$ cat src/rtl/irq_gate_pkg.sv
package irq_gate_pkg;
  localparam int unsigned NSRC_DEF     = 7;
  localparam int unsigned VEC_W_DEF    = 16;
  localparam int unsigned VEC_BASE_DEF = 3;
  localparam int unsigned VEC_STEP_DEF = 8;
  localparam int unsigned T0_IDX_DEF   = 1;
  localparam int unsigned T1_IDX_DEF   = 3;

  typedef enum logic {SVC_IDLE = 1'b0, SVC_BUSY = 1'b1} svc_state_e;
endpackage

$ cat src/rtl/irq_tmr_flags.sv
module irq_tmr_flags #(
  parameter int unsigned N_TMR = 2
) (
  input  logic             clk_i,
  input  logic             rst_ni,
  input  logic [N_TMR-1:0] ovf_i,
  input  logic [N_TMR-1:0] clr_i,
  output logic [N_TMR-1:0] flag_o
);
  for (genvar t = 0; t < N_TMR; t++) begin : g_flag
    logic flag_q;
    // set wins so an overflow coinciding with dispatch is not lost
    always_ff @(posedge clk_i or negedge rst_ni) begin
      if (!rst_ni)       flag_q <= 1'b0;
      else if (ovf_i[t]) flag_q <= 1'b1;
      else if (clr_i[t]) flag_q <= 1'b0;
    end
    assign flag_o[t] = flag_q;

    assert_flag_clear_R9: assert property (@(posedge clk_i) disable iff (!rst_ni)
      (clr_i[t] && !ovf_i[t]) |=> !flag_o[t]);
  end
endmodule

$ cat src/rtl/irq_mask.sv
module irq_mask #(
  parameter int unsigned N_SRC  = 7,
  parameter int unsigned PF_IDX = N_SRC - 1
) (
  input  logic [N_SRC-1:0] pend_i,
  input  logic [N_SRC-1:0] en_i,
  input  logic             glb_en_i,
  output logic [N_SRC-1:0] elig_o
);
  for (genvar g = 0; g < N_SRC; g++) begin : g_bit
    if (g == PF_IDX) begin : g_pf
      assign elig_o[g] = pend_i[g] & en_i[g];
    end else begin : g_std
      assign elig_o[g] = pend_i[g] & en_i[g] & glb_en_i;
    end
  end
endmodule

$ cat src/rtl/irq_pick.sv
module irq_pick #(
  parameter int unsigned N_SRC    = 7,
  parameter int unsigned PF_IDX   = N_SRC - 1,
  parameter int unsigned VEC_W    = 16,
  parameter int unsigned VEC_BASE = 3,
  parameter int unsigned VEC_STEP = 8,
  localparam int unsigned IDX_W   = (N_SRC > 1) ? $clog2(N_SRC) : 1
) (
  input  logic [N_SRC-1:0] elig_i,
  output logic             any_o,
  output logic [IDX_W-1:0] idx_o,
  output logic [VEC_W-1:0] vec_o
);
  always_comb begin
    idx_o = '0;
    for (int i = N_SRC - 1; i >= 0; i--) begin
      if (elig_i[i]) idx_o = IDX_W'(i);
    end
    if (elig_i[PF_IDX]) idx_o = IDX_W'(PF_IDX);
  end

  assign any_o = |elig_i;
  assign vec_o = VEC_W'(VEC_BASE) + VEC_W'(idx_o) * VEC_W'(VEC_STEP);

  always_comb begin
    if (any_o) assert_pick_eligible_R5: assert (elig_i[idx_o]);
  end
endmodule

$ cat src/rtl/irq_dispatch_gate.sv
module irq_dispatch_gate
  import irq_gate_pkg::*;
#(
  parameter int unsigned N_SRC    = NSRC_DEF,
  parameter int unsigned VEC_W    = VEC_W_DEF,
  parameter int unsigned VEC_BASE = VEC_BASE_DEF,
  parameter int unsigned VEC_STEP = VEC_STEP_DEF,
  parameter int unsigned T0_IDX   = T0_IDX_DEF,
  parameter int unsigned T1_IDX   = T1_IDX_DEF,
  localparam int unsigned PF_IDX  = N_SRC - 1,
  localparam int unsigned IDX_W   = (N_SRC > 1) ? $clog2(N_SRC) : 1
) (
  input  logic             clk_i,
  input  logic             rst_ni,
  input  logic             mc_stb_i,
  input  logic [N_SRC-1:0] req_i,
  input  logic [1:0]       tmr_ovf_i,
  input  logic [N_SRC-1:0] en_i,
  input  logic             glb_en_i,
  input  logic             reti_i,
  output logic             ack_o,
  output logic [IDX_W-1:0] ack_idx_o,
  output logic [VEC_W-1:0] vec_o,
  output logic             in_svc_o,
  output logic [1:0]       tmr_flag_o
);
  logic [N_SRC-1:0] pend, elig;
  logic             any;
  logic [IDX_W-1:0] pick_idx;
  logic [VEC_W-1:0] pick_vec;
  logic             fire;
  logic [1:0]       tmr_clr;
  svc_state_e       svc_q;
  logic             ack_q;
  logic [IDX_W-1:0] idx_q;
  logic [VEC_W-1:0] vec_q;

  // timer bits come from internal flags, raw lines elsewhere
  for (genvar s = 0; s < N_SRC; s++) begin : g_pend
    if (s == T0_IDX) begin : g_t0
      assign pend[s] = tmr_flag_o[0];
    end else if (s == T1_IDX) begin : g_t1
      assign pend[s] = tmr_flag_o[1];
    end else begin : g_raw
      assign pend[s] = req_i[s];
    end
  end

  irq_mask #(.N_SRC(N_SRC), .PF_IDX(PF_IDX)) i_mask (
    .pend_i  (pend),
    .en_i    (en_i),
    .glb_en_i(glb_en_i),
    .elig_o  (elig)
  );

  irq_pick #(
    .N_SRC(N_SRC), .PF_IDX(PF_IDX), .VEC_W(VEC_W),
    .VEC_BASE(VEC_BASE), .VEC_STEP(VEC_STEP)
  ) i_pick (
    .elig_i(elig),
    .any_o (any),
    .idx_o (pick_idx),
    .vec_o (pick_vec)
  );

  assign fire       = mc_stb_i && (svc_q == SVC_IDLE) && any;
  assign tmr_clr[0] = fire && (pick_idx == IDX_W'(T0_IDX));
  assign tmr_clr[1] = fire && (pick_idx == IDX_W'(T1_IDX));

  irq_tmr_flags #(.N_TMR(2)) i_tmr (
    .clk_i (clk_i),
    .rst_ni(rst_ni),
    .ovf_i (tmr_ovf_i),
    .clr_i (tmr_clr),
    .flag_o(tmr_flag_o)
  );

  always_ff @(posedge clk_i or negedge rst_ni) begin
    if (!rst_ni) begin
      ack_q <= 1'b0;
      idx_q <= '0;
      vec_q <= '0;
      svc_q <= SVC_IDLE;
    end else begin
      ack_q <= fire;
      if (fire) begin
        idx_q <= pick_idx;
        vec_q <= pick_vec;
        svc_q <= SVC_BUSY;
      end else if (reti_i) begin
        svc_q <= SVC_IDLE;
      end
    end
  end

  assign ack_o     = ack_q;
  assign ack_idx_o = idx_q;
  assign vec_o     = vec_q;
  assign in_svc_o  = (svc_q == SVC_BUSY);

  assert_ack_one_clk_R7: assert property (@(posedge clk_i) disable iff (!rst_ni)
    ack_o |=> !ack_o);
  assert_ack_needs_stb_R7: assert property (@(posedge clk_i) disable iff (!rst_ni)
    $rose(ack_o) |-> $past(mc_stb_i));
  assert_ack_sets_svc_R8: assert property (@(posedge clk_i) disable iff (!rst_ni)
    ack_o |-> in_svc_o);
  assert_no_ack_busy_R8: assert property (@(posedge clk_i) disable iff (!rst_ni)
    in_svc_o |=> !ack_o);
  assert_svc_hold_R8: assert property (@(posedge clk_i) disable iff (!rst_ni)
    (in_svc_o && !reti_i) |=> in_svc_o);
  assert_vec_map_R6: assert property (@(posedge clk_i) disable iff (!rst_ni)
    ack_o |-> (vec_o == VEC_W'(VEC_BASE) + VEC_W'(ack_idx_o) * VEC_W'(VEC_STEP)));
  assert_glb_gate_R3: assert property (@(posedge clk_i) disable iff (!rst_ni)
    ($rose(ack_o) && ack_idx_o != IDX_W'(PF_IDX)) |-> $past(glb_en_i));
  assert_en_gate_R2: assert property (@(posedge clk_i) disable iff (!rst_ni)
    $rose(ack_o) |-> $past(en_i[ack_idx_o]));
  assert_t0_cleared_R9: assert property (@(posedge clk_i) disable iff (!rst_ni)
    ($rose(ack_o) && ack_idx_o == IDX_W'(T0_IDX) && !$past(tmr_ovf_i[0])) |-> !tmr_flag_o[0]);
endmodule

$ cat config.mk
export PLATFORM = sky130hd
export DESIGN_NAME = irq_dispatch_gate
export DESIGN_NICKNAME = d
export VERILOG_FILES = /design/src/rtl/irq_gate_pkg.sv /design/src/rtl/irq_tmr_flags.sv /design/src/rtl/irq_mask.sv /design/src/rtl/irq_pick.sv /design/src/rtl/irq_dispatch_gate.sv
export SDC_FILE = /design/constraint.sdc
export NUM_CORES = 1
export LEC_CHECK = 0
export BUFFER_PORTS_ARGS = -buffer_cell sky130_fd_sc_hd__buf_2
export CAP_MARGIN = 20
export CORE_AREA = 4 4 42 53
export CTS_CLUSTER_DIAMETER = 40
export CTS_CLUSTER_SIZE = 28
export DETAILED_ROUTE_END_ITERATION = 12
export DIE_AREA = 0 0 46 57
export HOLD_SLACK_MARGIN = 0.03
export MAX_ROUTING_LAYER = met4
export PLACE_DENSITY = 0.69
export SLEW_MARGIN = 15
export SYNTH_ARGS = -nofsm -noshare
export SYNTH_HDL_FRONTEND = slang
export SYNTH_SLANG_ARGS = --single-unit
$ cat constraint.sdc
create_clock -name clk_i -period 1.7 [get_ports clk_i]
set_input_delay 0.085 -clock clk_i [delete_from_list [all_inputs] [get_ports clk_i]]
set_output_delay 0.085 -clock clk_i [all_outputs]
set_load 0.02 [all_outputs]
==> metrics.md <==
| Metric | Value |
|---|---|
| Synth Flop Type | `dfrtp_1` |
| RSZ-0062 raised after global routing | `false` |
| Sum of negative setup slack | `0 ns` |
| GR Util All Layers | `0.0982` |
| Placed Area | `667 µm²` |
| Post-detail-place hpwl | `around 1100 µm` |
| Yosys top cell area share | `0.343` |
| Fin crit period | `between 1 and 1.5 ns` |
| Finished Core Util | `0.412` |
| Req. time, crit path | `1.83 ns` |
| Layout area overhead | `23.4%` |
| Synth area leaders | `dfrtp_1 34%, buf_4 22%, nand2_1 3.9%` |
| Worst min path class | `in -> reg` |
| Skew-Pair Late Insertion Delay | `between 0.2 and 0.3 ns` |
| H-Tree Depth | `1` |
| Deepest clock path buffer count | `2` |
| Via density | `~4.4` |
| Cell variety after synth | `25` |
| CTS tree | `built` |
| Number of global-route vias before repair | `439` |
| Share of layout cells above drive strength 1 | `0.500` |
| Core Region | `1740 µm²` |
| First-pass GRT wire length | `1810 µm` |
| Routed Antenna Nets | `0` |
| Largest net degree at the start of global routing | `9` |
| Starting Density | `0.334` |
| Largest area contributor in the synthesized netlist | `dfrtp_1` |
| Crit end category | `register` |
| Clock Sink Count | `8` |
| Initial antenna violation count | `0` |
| Crit-path max FO | `5` |
| Total Power | `612 µW` |
| Worst ir drop on vdd | `between 0.0002 and 0.0003 V` |
| Post-CTS Setup Inserts | `0` |
| Die height | `~57 µm` |
| Critical path class | `reg -> reg` |
| Grt total ovfl | `0` |
| IO Count | `44` |
| Synth top cells by count | `17 x buf_4, 8 x dfrtp_1, 6 x nand2_1` |
| Cell Count, Final, Fillers Out | `approximately 110` |
| Routed len/inst | `11.4 µm` |
| Share of flip-flops with an asynchronous set or reset | `1.00` |
| Final period utilization | `0.793` |
| MaxCap Viol Count | `0` |
| P_leak | `0.000378 µW` |
| Via Count | `just under 500` |
| Syn_area_per_cell | `9.56 µm²` |
| Post-synthesis sequential area ratio | `0.343` |
| P per Cell Area | `851 nW/µm²` |
| CTS Buf Count | `3` |
| Fmax | `approximately 740 MHz` |
| Reg2reg start | `i_tmr.g_flag[1].flag_q` |
| Post-synth EDFFs | `0` |
| Placer Congestion | `between 0.7 and 0.8` |
| Clk root buf | `clkbuf_4` |
| Skew final | `about 0.0058 ns` |
| Post-layout instance area | `719 µm²` |
| DRC | `0` |
| YS warnings | `0` |
| NumNets Final | `113` |
| Status | `finished, final reports clean` |
| Layout filler cell count | `187` |
| Placed cell count | `103` |
| CTS resizes | `0` |
| Register clock-pin slew on the reported worst setup and hold paths | `0.06 ns` |
| Initial drt markers | `3` |
| Diodes inserted | `0` |
| Max-slew violation count | `0` |
| Total wire length | `between 1000 and 1500 µm` |
| Startpoint types | `register` |
| Critical Path AT | `1.48 ns` |
| Mapped Cells | `61` |
| FP Rows | `17` |
| Min-Delay Startpoint | `reti_i` |
| Total die area | `approximately 2600 µm²` |
| Synth Cell Area | `583 µm²` |
| First-pass DRT Iterations | `2` |
| Port Buffers | `30` |
| Fin. Hold Viols | `0` |
| Die Wd | `46 µm` |
| Most frequent cell after synthesis | `buf_4` |
| FF+latch count, synth | `8` |
| Crit path from | `i_tmr.g_flag[1].flag_q` |
| Final setup fails | `0` |
## routing by layer
layer / part of all wire / vias up / global-route usage
met2: 0.50 / 29 / 0.165
li1: - / 244 / -
met5: 0 / - / -
met1: 0.37 / 207 / 0.0927
met4: 0.0064 / 0 / 0.0610
met3: 0.12 / 2 / 0.0284
## sequential cells by signal (all words and copies together) (netlist names)
name and count:
in_svc_o 1, vec_o 1, ack_idx_o 3, i_tmr.g_flag.flag_q 2, ack_o 1
## repair_timing
action	4_1_cts	5_1_grt
setup endpoints to repair	0	0
hold buffers	3	0
hold endpoints to repair	10	0
## worst max-delay path, stage by stage, from the launching register on
cell	delay (ns)
dfrtp_1	0.40
nand2_2	0.11
nand4_2	0.14
o221a_4	0.29
mux2_4	0.29
## per-stage QoR
step / setup WS (ns) / hold slack, ns
2_1_floorplan: 0.382 / -0.211
3_3_place_gp: 0.384 / -0.0677
3_5_place_dp: 0.360 / -0.0614
4_1_cts: 0.350 / 0.0974
5_1_grt: 0.301 / 0.106
6_report: 0.353 / 0.108
## cell type report
type | instances | area (µm²) | share of cell area
sequential | 8 | 200 | 0.278
timing repair buffer | 33 | 180 | 0.250
inverter | 3 | 11.3 | 0.0157
multi-input combinational | 43 | 282 | 0.391
clock buffer | 3 | 22.5 | 0.0313
tap | 19 | 23.8 | 0.0330
## cells by family after synthesis
| kind of cell | count (synthesis) | share of synthesized area |
|---|---|---|
| multiplexers | 2 | 0.0429 |
| AND/OR/NAND/NOR | 18 | 0.189 |
| flip-flops | 8 | 0.343 |
| buffers and inverters | 20 | 0.238 |
| AO/OA/AOI/OAI | 12 | 0.180 |
| other | 1 | 0.00643 |
## power breakdown
group	switching, µW	internal, µW
clock network	62.2	80.6
logic	144	91.3
registers	17.5	217
total	223	389
## path summary, 6_finish.rpt
check,slack (ns),cells past startpoint,end
worst min-delay path,0.11,3,in_svc_o
worst max-delay path,0.35,4,ack_idx_o[1]
min in group asynchronous,0.20,2,vec_o[1]
worst max register to register,0.35,4,ack_idx_o[1]
worst min register to register,0.50,1,in_svc_o
max in group asynchronous,1.33,2,ack_idx_o[2]
## layout by cell type (no fill, tap or decap), types with 2 or more instances in the layout
cell type	n
buf_2	30
a21o_2	2
nand4_1	2
clkbuf_4	3
a21oi_1	2
dfrtp_1	8
dlygate4sd3_1	3
nand2_1	6
and2_2	2
nand2_2	2
a21o_1	2
conb_1	11
inv_1	3
Note: power is estimated with default switching activity, not from simulation.
